**config.mk**
```make
export PLATFORM = sky130hd
export DESIGN_NAME = adc_result_bridge
export DESIGN_NICKNAME = d
export VERILOG_FILES = /design/src/rtl/adc_bridge_pkg.sv /design/src/rtl/adc_bridge_ctrl.sv /design/src/rtl/adc_bridge_dp.sv /design/src/rtl/adc_result_bridge.sv
export SDC_FILE = /design/constraint.sdc
export NUM_CORES = 1
export LEC_CHECK = 0
export CORE_ASPECT_RATIO = 0.8
export CORE_MARGIN = 10
export CORE_UTILIZATION = 44
export CTS_CLUSTER_DIAMETER = 60
export DETAILED_ROUTE_END_ITERATION = 7
export DONT_BUFFER_PORTS = 1
export PLACE_DENSITY = 0.57
export SYNTH_ARGS = -nofsm -noshare
export SYNTH_HDL_FRONTEND = slang
export SYNTH_SLANG_ARGS = --single-unit
export TNS_END_PERCENT = 5
```
**constraint.sdc**
```tcl
create_clock -name clk -period 1.5 [get_ports clk]
set_input_delay 0.3 -clock clk [delete_from_list [all_inputs] [get_ports clk]]
set_output_delay 0.3 -clock clk [all_outputs]
set_load 0.01 [all_outputs]
```
**src/rtl/adc_bridge_pkg.sv**
```systemverilog
package adc_bridge_pkg;

  // Widest channel index the strobe struct can carry.
  localparam int MAX_CHAN_W = 4;

  // Per-access strobes from control to datapath; at most one read flag is set.
  typedef struct packed {
    logic                  rdUpper;
    logic                  rdLower;
    logic                  rdCtrl;
    logic                  rdNone;
    logic [MAX_CHAN_W-1:0] chan;
  } bridgeStrobe_t;

endpackage

```
**src/rtl/adc_bridge_ctrl.sv**
```systemverilog
module adc_bridge_ctrl
  import adc_bridge_pkg::*;
#(
  parameter int CHANNELS = 4,
  parameter int ADDR_W   = 4
) (
  input  logic              clk,
  input  logic              rstN,
  input  logic              standby,
  input  logic [ADDR_W-1:0] busAddr,
  input  logic              busRd,
  input  logic              busWr,
  input  logic [7:0]        busWdata,
  input  logic              extTrigN,
  input  logic              swStart,
  output bridgeStrobe_t     strobe,
  output logic [7:0]        ctrlByte,
  output logic              convStart
);

  localparam int CHAN_W    = $clog2(CHANNELS);
  localparam int CTRL_ADDR = 2 * CHANNELS;

  logic isResult;
  logic isCtrl;
  logic trgEn;
  logic [2:0] trigSync;

  assign isResult = (busAddr < ADDR_W'(CTRL_ADDR));
  assign isCtrl   = (busAddr == ADDR_W'(CTRL_ADDR));

  always_comb begin
    strobe.rdUpper = busRd && isResult && !busAddr[0];
    strobe.rdLower = busRd && isResult &&  busAddr[0];
    strobe.rdCtrl  = busRd && isCtrl;
    strobe.rdNone  = busRd && !isResult && !isCtrl;
    strobe.chan    = MAX_CHAN_W'(busAddr[CHAN_W:1]);
  end

  // Trigger enable: standby wins over a bus write.
  always_ff @(posedge clk or negedge rstN) begin
    if (!rstN) begin
      trgEn <= 1'b0;
    end else if (standby) begin
      trgEn <= 1'b0;
    end else if (busWr && isCtrl) begin
      trgEn <= busWdata[7];
    end
  end

  assign ctrlByte = {trgEn, 7'h7F};

  // Two-flop synchronizer plus one history flop for falling-edge detection.
  always_ff @(posedge clk or negedge rstN) begin
    if (!rstN) begin
      trigSync <= 3'b111;
    end else begin
      trigSync <= {trigSync[1:0], extTrigN};
    end
  end

  assign convStart = swStart || (trgEn && trigSync[2] && !trigSync[1]);

endmodule

```
**src/rtl/adc_bridge_dp.sv**
```systemverilog
module adc_bridge_dp
  import adc_bridge_pkg::*;
#(
  parameter int CHANNELS = 4,
  parameter int RES_BITS = 10
) (
  input  logic                clk,
  input  logic                rstN,
  input  bridgeStrobe_t       strobe,
  input  logic [7:0]          ctrlByte,
  input  logic                resWr,
  input  logic [$clog2(CHANNELS)-1:0] resChan,
  input  logic [RES_BITS-1:0] resData,
  output logic [7:0]          busRdata
);

  localparam int CHAN_W = $clog2(CHANNELS);
  localparam int PAD    = 16 - RES_BITS;

  logic [RES_BITS-1:0] resReg  [CHANNELS];
  logic [15:0]         resWide [CHANNELS];
  logic [15:0]         selWide;
  logic [7:0]          holdLatch;

  for (genvar g = 0; g < CHANNELS; g++) begin : g_res
    always_ff @(posedge clk or negedge rstN) begin
      if (!rstN) begin
        resReg[g] <= '0;
      end else if (resWr && resChan == CHAN_W'(g)) begin
        resReg[g] <= resData;
      end
    end
    assign resWide[g] = {resReg[g], {PAD{1'b0}}};
  end

  assign selWide = resWide[strobe.chan[CHAN_W-1:0]];

  always_ff @(posedge clk or negedge rstN) begin
    if (!rstN) begin
      holdLatch <= 8'h00;
      busRdata  <= 8'h00;
    end else begin
      if (strobe.rdUpper) begin
        busRdata  <= selWide[15:8];
        holdLatch <= selWide[7:0];
      end else if (strobe.rdLower) begin
        busRdata  <= holdLatch;
      end else if (strobe.rdCtrl) begin
        busRdata  <= ctrlByte;
      end else if (strobe.rdNone) begin
        busRdata  <= 8'hFF;
      end
    end
  end

endmodule

```
**src/rtl/adc_result_bridge.sv**
```systemverilog
module adc_result_bridge
  import adc_bridge_pkg::*;
#(
  parameter int CHANNELS = 4,
  parameter int RES_BITS = 10,
  parameter int ADDR_W   = 4
) (
  input  logic                        clk,
  input  logic                        rstN,
  input  logic                        standby,
  input  logic [ADDR_W-1:0]           busAddr,
  input  logic                        busRd,
  input  logic                        busWr,
  input  logic [7:0]                  busWdata,
  output logic [7:0]                  busRdata,
  input  logic                        resWr,
  input  logic [$clog2(CHANNELS)-1:0] resChan,
  input  logic [RES_BITS-1:0]         resData,
  input  logic                        extTrigN,
  input  logic                        swStart,
  output logic                        convStart
);

  bridgeStrobe_t strobe;
  logic [7:0]    ctrlByte;

  adc_bridge_ctrl #(.CHANNELS(CHANNELS), .ADDR_W(ADDR_W)) u_ctrl (
    .clk(clk), .rstN(rstN), .standby(standby),
    .busAddr(busAddr), .busRd(busRd), .busWr(busWr), .busWdata(busWdata),
    .extTrigN(extTrigN), .swStart(swStart),
    .strobe(strobe), .ctrlByte(ctrlByte), .convStart(convStart)
  );

  adc_bridge_dp #(.CHANNELS(CHANNELS), .RES_BITS(RES_BITS)) u_dp (
    .clk(clk), .rstN(rstN), .strobe(strobe), .ctrlByte(ctrlByte),
    .resWr(resWr), .resChan(resChan), .resData(resData),
    .busRdata(busRdata)
  );

endmodule

```
Word-level counts from Yosys, hierarchy flattened
Index checks and enable logic that the tools add are counted.
- register bits: 60
- bits in latches: 0
- bits in writable memories: 0
- ROM bits: 0
- input bits: 32
- memories kept: 0
- $add $sub $neg: 0
- $mul: 0
- div/mod/pow operators: 0
- order comparisons: 2
- equality and inequality tests: 4
- shifts and indexed selects: 0
- multiplexer cells: 9
- bitwise logic cells: 1
- reduce and logical (&&, ||, !) cells: 21
- operators with widths (kind ; number):
    16-bit binary-select mux with 2-bit select ; 1
    16-bit two-way mux ; 2
    8-bit two-way mux ; 4
    1-bit logical AND ; 13
    2-bit == test (second input constant) ; 2
    4-bit == test (second input constant) ; 1
    1-bit zero test ; 4
    4-bit less-than comparator (second input constant) ; 1
    4-bit nonzero test ; 1
    3-bit greater-or-equal comparator (second input constant) ; 1
    2-bit NOT with 3-bit output ; 1
    2-bit by 1-bit == test with 1-bit output (second input constant) ; 1
    2-bit zero test ; 1
    1-bit two-way mux ; 2
    2-bit nonzero test ; 1
    1-bit logical OR ; 1

Logic depth before layout (Yosys ltp)
Gate-level depths: netlist of run 1.
- word-level depth: 8
- depth in mapped cells: 5
- depth with buffers taken out: 3

Cells and area by module
Synthesis of run 1 repeated with hierarchy kept, for this count alone.
- cells, all modules: 191
- area total of the unflattened synthesis: 2542.4 µm²
- by module, submodules not included (module ; times used ; cells an instance ; area an instance (µm²) ; sequential area each (µm²)):
    adc_bridge_dp ; 1 ; 162 ; 2249.7 ; 1251.2
    adc_bridge_ctrl ; 1 ; 29 ; 292.8 ; 103.8

Worst setup path before layout of run 1
Ideal clock, no wire load.
- path type: input to register
- start point: in busAddr[1]
- end point: reg u_dp.holdLatch[6]
- setup time: 0.125 ns
- arrival: 1.141 ns
- data required time: 1.375 ns
- setup slack: 0.235 ns
- stages: 3
- cells stage by stage: buf_6 -> mux4_2 -> mux2_2
- word-level cells in the longest chain between the ends: 4
- elaborated cells on any way between the ends: 7
- those cells by class: 1 x order compare; 3 x mux; 1 x bitwise; 2 x reduce/logical
- RTL lines (item ; RTL line ; text):
    start: declaration ; adc_result_bridge.sv:11 ; input logic [ADDR_W-1:0] busAddr,
    branches (longest 4 deep; another with 4-bit less-than comparator) ; -- ;
    end signal: assignment ; adc_bridge_dp.sv:45 ; holdLatch <= selWide[7:0];
    end: declaration ; adc_bridge_dp.sv:23 ; logic [7:0] holdLatch;
Several ways; the timed one is not identified. The select of a mux whose other input is x is not followed.
A chain may end at the register's enable or synchronous reset.

Final worst setup path of run 1
- start point: reg u_ctrl.trigSync[2]
- end point: out convStart
- word-level cells in the longest chain between the ends: 3
- RTL lines (item ; RTL line ; text):
    start: declaration ; adc_bridge_ctrl.sv:27 ; logic [2:0] trigSync;
    start signal: assignment ; adc_bridge_ctrl.sv:58 ; trigSync <= {trigSync[1:0], extTrigN};
    1-bit logical AND (2 in a row) ; adc_bridge_ctrl.sv:62 ; assign convStart = swStart || (trgEn && trigSync[2] && !trigSync[1]);
    1-bit logical OR ; adc_bridge_ctrl.sv:62 ;
    end: declaration ; adc_result_bridge.sv:21 ; output logic convStart
No other way between the ends.

==> results.json, run 1 <==
{
  "portBuffers": 0,
  "utilization_pct": 49.4,
  "die_h_um": 85.6,
  "grt_max_degree": 55,
  "cts-root-buf": "clkbuf_8",
  "synthArstFlopShare_pct": 100,
  "max-clock-path-buffers": 2,
  "synth_commonest_cells": "51 x dfrtp_1, 42 x mux2_2, 14 x mux2i_1",
  "fin_setup_tns_ns": 0,
  "post_cts_buffers": 0,
  "finalWirelength_um": 4780,
  "dp_hpwl_um": 3340,
  "pin_count": 41,
  "ys_seq_elements": 54,
  "place.gp.congestion": 0.734,
  "core_area_sq_um": 5090,
  "wire_per_inst_um": 20.8,
  "finish.net_count": 199,
  "p_per_area_nw_per_um2": 1220,
  "avgSynthCellArea_sq_um": 14.5,
  "syn-num-nets": 195,
  "rows": 23,
  "outcome": "complete, but fails checks",
  "insertion_delay_ns": 0.29,
  "min_period_over_period_pct": 93.4,
  "cp.arrival_ns": 1.10,
  "synth_top_area_share_pct": 54.0,
  "r2r-start": "u_dp.resReg[1]",
  "relSlewSlack_pct": 70.8,
  "p_leak_nw": 1.05,
  "path_cells": "nand2_1 > o21bai_1",
  "placed_cells": 221,
  "drt_iter0_drc": 48,
  "worstPathRequired_ns": 1.20,
  "power_mw": 3.07,
  "worstSetupStartpointType": "register",
  "clock-skew-final_ns": 0.00485,
  "stdcell_count": 230,
  "synth_most_common_cell": "dfrtp_1",
  "fp.dieW_um": 102,
  "dr_total_vias": 1342,
  "antenna_cells": 0,
  "hold_viol_final": 54,
  "tightest_slew_ns": 0.433,
  "grt_pass1_vias": 1455,
  "preCtsSetupSlack_ns": 0.264,
  "dpl-instance-area_sq_um": 2410,
  "ant_nets": 0,
  "path_clk_slew_ns": 0.09,
  "peakVddDrop_uv": 476,
  "cts_sinks": 54,
  "holdWs_ns": -0.315,
  "design_area_sq_um": 2520,
  "groute.usage.overall_pct": 11.4,
  "hold_buffers": 1,
  "endpoint_kind": "primary output",
  "cts_resized": 0,
  "max_stage_delay_ns": 0.52,
  "antenna_found_initial": 0,
  "drcViolationCount": 0,
  "yosys.area.top_type": "dfrtp_1",
  "syn_area_sq_um": 2360,
  "final-max-slew-violation-count": 0,
  "rrSetupSlack_ns": 0.26,
  "criticalPathCategory": "reg2out",
  "cp_max_fo": 1,
  "cts_tree": "built",
  "cts_made_buffers": 5,
  "seq_area_frac_synth_pct": 57.3,
  "failed_checks": "hold timing",
  "crit_buf_inv": 0,
  "synthCells": 163,
  "htreeDepth": 2,
  "hp-class": "in2async",
  "rr_endpoint": "u_dp.holdLatch[7]",
  "rsz0062_at_grt": "no",
  "area_growth_pct": 6.46,
  "cp_top_family": "flip-flops",
  "ys_top_cells_by_area": "dfrtp_1 54%, mux2_2 20%, mux2i_1 5.9%",
  "synthFlopType": "dfrtp_1",
  "cp_slowest_cell": "dfstp_2",
  "vias_per_cell": 5.83,
  "initial_utilization_pct": 46.4,
  "max-cap-violations": 0,
  "grt_pass1_wl_um": 7720,
  "finalCriticalPeriod_ns": 1.40,
  "finalSetupViolCount": 0,
  "setup_slack_ns": 0.0987,
  "fmax_ghz": 0.714,
  "die-area_sq_um": 8720,
  "ff2ff_path_depth": 2,
  "drive_gt1_share_pct": 35.7,
  "synth_edf_count": 0,
  "drt-pass1-iter-count": 4,
  "grt_overflow": 0,
  "yosys_warnings": 0,
  "yosys.cell_types.count": 28
}
## worst register-to-register path, cell delays in order, from the launching register on
cell and delay, ns:
dfrtp_1 0.38, mux4_2 0.48, mux2_2 0.27
## state kept, by name, summed over array words and instances, names as in the netlist
name,cells
u_dp.busRdata,8
u_ctrl.trigSync,3
u_dp.resReg,40
u_ctrl.trgEn,1
u_dp.holdLatch,2
## placed cells by master (no fill, tap or decap), drive strengths merged
cell,n
clkinv,1
a21bo,1
buf,5
nor3,6
o32a,6
a31oi,1
a21oi,2
o21ai,2
nand2,1
nor4b,1
nor3b,1
o21bai,1
dlygate4sd3,1
clkbuf,7
or2b,1
dfstp,3
dfrtp,51
mux2,42
nand3,2
mux4,3
mux2i,14
a21o,1
nand2b,2
nor2,8
nand3b,2
o22a,1
o31ai,2
## area by class of cell
cell class,count,area (sq um)
Multi-Input combinational cell,100,945
Sequential cell,54,1360
Tap cell,62,77.6
Clock buffer,7,86.3
Timing Repair Buffer,6,47.5
Fill cell,446,2580
Clock inverter,1,5.00
## where the power goes
part,internal (mW),switching [mW]
combinational,0.289,0.135
clock,0.373,0.423
sequential,1.71,0.142
## routing by layer
layer / global-route usage (%) / vias to the layer above / routed length (um)
met2: 19.5 / 25 / 2440
li1: - / 607 / -
met5: 0 / - / 0
met3: 4.81 / 2 / 328
met4: 3.20 / 0 / 19
met1: 12.9 / 708 / 1990
## cells by family (layout without fill, tap and decap cells)
logic type	Yosys count	count (layout)	share of synthesized area (%)
flip-flops	54	54	57.3
AND/OR/NAND/NOR	24	24	5.29
AO/OA/AOI/OAI	17	17	5.72
buffers and inverters	9	14	2.70
multiplexers	59	59	29.0
## worst max-delay path by stage
stage                       start           endpoint  slack (ns)  cells past startpoint
6_report       u_ctrl.trigSync[2]          convStart         0.1                      2
2_1_floorplan          busAddr[1]  u_dp.holdLatch[6]        0.23                      3
5_1_grt        u_ctrl.trigSync[2]          convStart        0.01                      2
3_5_place_dp           resChan[1]    u_dp.resReg[35]        0.26                      3
4_1_cts        u_ctrl.trigSync[2]          convStart        0.07                      2
3_3_place_gp           resChan[1]    u_dp.resReg[36]        0.29                      3
No activity file was read; power rests on OpenSTA's default activity.
==> inputs of run 2 (changes only) <==
--- a/config.mk
+++ b/config.mk
@@ -8,10 +8,12 @@
 export CORE_ASPECT_RATIO = 0.8
 export CORE_MARGIN = 10
 export CORE_UTILIZATION = 44
+export CTS_BUF_LIST = sky130_fd_sc_hd__clkbuf_4 sky130_fd_sc_hd__clkbuf_8 sky130_fd_sc_hd__clkbuf_16
 export CTS_CLUSTER_DIAMETER = 60
 export DETAILED_ROUTE_END_ITERATION = 7
 export DONT_BUFFER_PORTS = 1
 export PLACE_DENSITY = 0.57
+export SETUP_SLACK_MARGIN = 0.15
 export SYNTH_ARGS = -nofsm -noshare
 export SYNTH_HDL_FRONTEND = slang
 export SYNTH_SLANG_ARGS = --single-unit
==> results.json, run 2 (synthesis results as in run 1) <==
{
  "cts-root-buf": "clkbuf_8",
  "drt_iter0_drc": 48,
  "hold_viol_final": 54,
  "utilization_pct": 49.7,
  "reg.largest.list": "u_dp.resReg: 40 flops, u_dp.busRdata: 8 flops, u_ctrl.trigSync: 3 flops",
  "area_growth_pct": 7.20,
  "cts_sinks": 54,
  "cts_tree": "built",
  "dpl-instance-area_sq_um": 2410,
  "worstSetupStartpointType": "register",
  "grt_max_degree": 55,
  "htreeDepth": 2,
  "portBuffers": 0,
  "final-max-slew-violation-count": 0,
  "final_common_cell": "dfrtp_1",
  "peakVddDrop_uv": 476,
  "rsz0062_at_grt": "yes",
  "largest_reg_flops": 40,
  "drcViolationCount": 0,
  "p_leak_nw": 1.06,
  "crit_buf_inv": 0,
  "worstPathRequired_ns": 1.20,
  "mostFrequentLayoutCells": "51 x dfrtp_1, 42 x mux2_2, 14 x mux2i_1",
  "max-cap-violations": 0,
  "min_period_over_period_pct": 88.6,
  "relSlewSlack_pct": 70.8,
  "groute.usage.overall_pct": 11.5,
  "grt_overflow": 0,
  "path_clk_slew_ns": 0.09,
  "design_area_sq_um": 2530,
  "insertion_delay_ns": 0.29,
  "fmax_ghz": 0.752,
  "grt_pass1_wl_um": 7730,
  "setup_slack_ns": 0.171,
  "holdWs_ns": -0.315,
  "die_h_um": 85.6,
  "rows": 23,
  "grt_pass1_vias": 1456,
  "cp_slowest_cell": "dfstp_2",
  "max-clock-path-buffers": 2,
  "path_cells": "nand2_2 > o21bai_4",
  "core_area_sq_um": 5090,
  "vias_per_cell": 5.83,
  "ant_nets": 0,
  "preCtsSetupSlack_ns": 0.264,
  "finish.net_count": 199,
  "dp_hpwl_um": 3340,
  "place.gp.congestion": 0.734,
  "drive_gt1_share_pct": 37.5,
  "dr_total_vias": 1341,
  "max_stage_delay_ns": 0.53,
  "endpoint_kind": "primary output",
  "fin_setup_tns_ns": 0,
  "die-area_sq_um": 8720,
  "initial_utilization_pct": 46.4,
  "criticalPathCategory": "reg2out",
  "fp.dieW_um": 102,
  "failed_checks": "hold timing",
  "cts_made_buffers": 5,
  "antenna_cells": 0,
  "finalSetupViolCount": 0,
  "regMostFlops": "u_dp.resReg",
  "pin_count": 41,
  "outcome": "complete, but fails checks",
  "antenna_found_initial": 0,
  "p_per_area_nw_per_um2": 1220,
  "tightest_slew_ns": 0.433,
  "finalCriticalPeriod_ns": 1.33,
  "wire_per_inst_um": 20.8,
  "post_cts_buffers": 0,
  "cp.arrival_ns": 1.03,
  "clock-skew-final_ns": 0.00485,
  "hold_buffers": 1,
  "cp_max_fo": 1,
  "hp-class": "in2async",
  "drt-pass1-iter-count": 4,
  "cp_top_family": "flip-flops",
  "finalWirelength_um": 4780
}
run 2: cell types whose count changed in the layout (fill, tap and decap cells not counted):
cell and delta:
o21bai_1 -1, nand2_2 +1, nand2_1 -1, clkbuf_4 +1, o21bai_4 +1, clkbuf_1 -1
run 2: routing by layer:
metal	vias up	global-route usage, %	part of all wire, %
li1	607	-	-
met1	704	12.8	41
met2	28	19.5	51
met3	2	4.89	7.5
met4	0	3.20	0.40
met5	-	0	0
run 2: through the flow:
stage                     instances  total power [mW]
after global placement          221              2.28
after global routing            230              3.25
final                           230              3.10
after floorplan                 163              2.24
after detailed placement        221              2.32
after CTS                       230              3.14
run 2: path summary, 6_finish.rpt:
kind	from	endpoint	slack, ns	depth (start not counted)
max	u_ctrl.trigSync[2]	convStart	0.17	2
min	rstN	u_dp.resReg[4]	-0.31	0
max reg2reg	u_dp.resReg[1]	u_dp.holdLatch[7]	0.26	2
min reg2reg	u_ctrl.trigSync[0]	u_ctrl.trigSync[1]	0.36	0
max in group asynchronous	rstN	u_ctrl.trigSync[2]	1.64	0
min in group clk	standby	u_ctrl.trgEn	0.05	1
run 2: final cells by class:
cell class / instances / area [sq um]
clock buffer: 7 / 90.1
clock inverter: 1 / 5.00
fill: 444 / 2560
multi-input combinational: 100 / 958
sequential: 54 / 1360
tap: 62 / 77.6
timing repair buffer: 6 / 47.5
run 2: report_power, final:
group | switching [mW] | internal, mW
registers | 0.143 | 1.71
logic | 0.135 | 0.291
clock network | 0.422 | 0.391
total | 0.700 | 2.40
run 2: worst reg2reg max path, stage by stage, from the launching register on:
cell and delay, ns:
dfrtp_1 0.38, mux4_2 0.48, mux2_2 0.27
run 2: repair_timing:
item                                    CTS  global route
pin swaps                                 1             1
gates resized for setup                   3             0
endpoints found under the hold margin    55            54
endpoints found under the setup margin    1             1
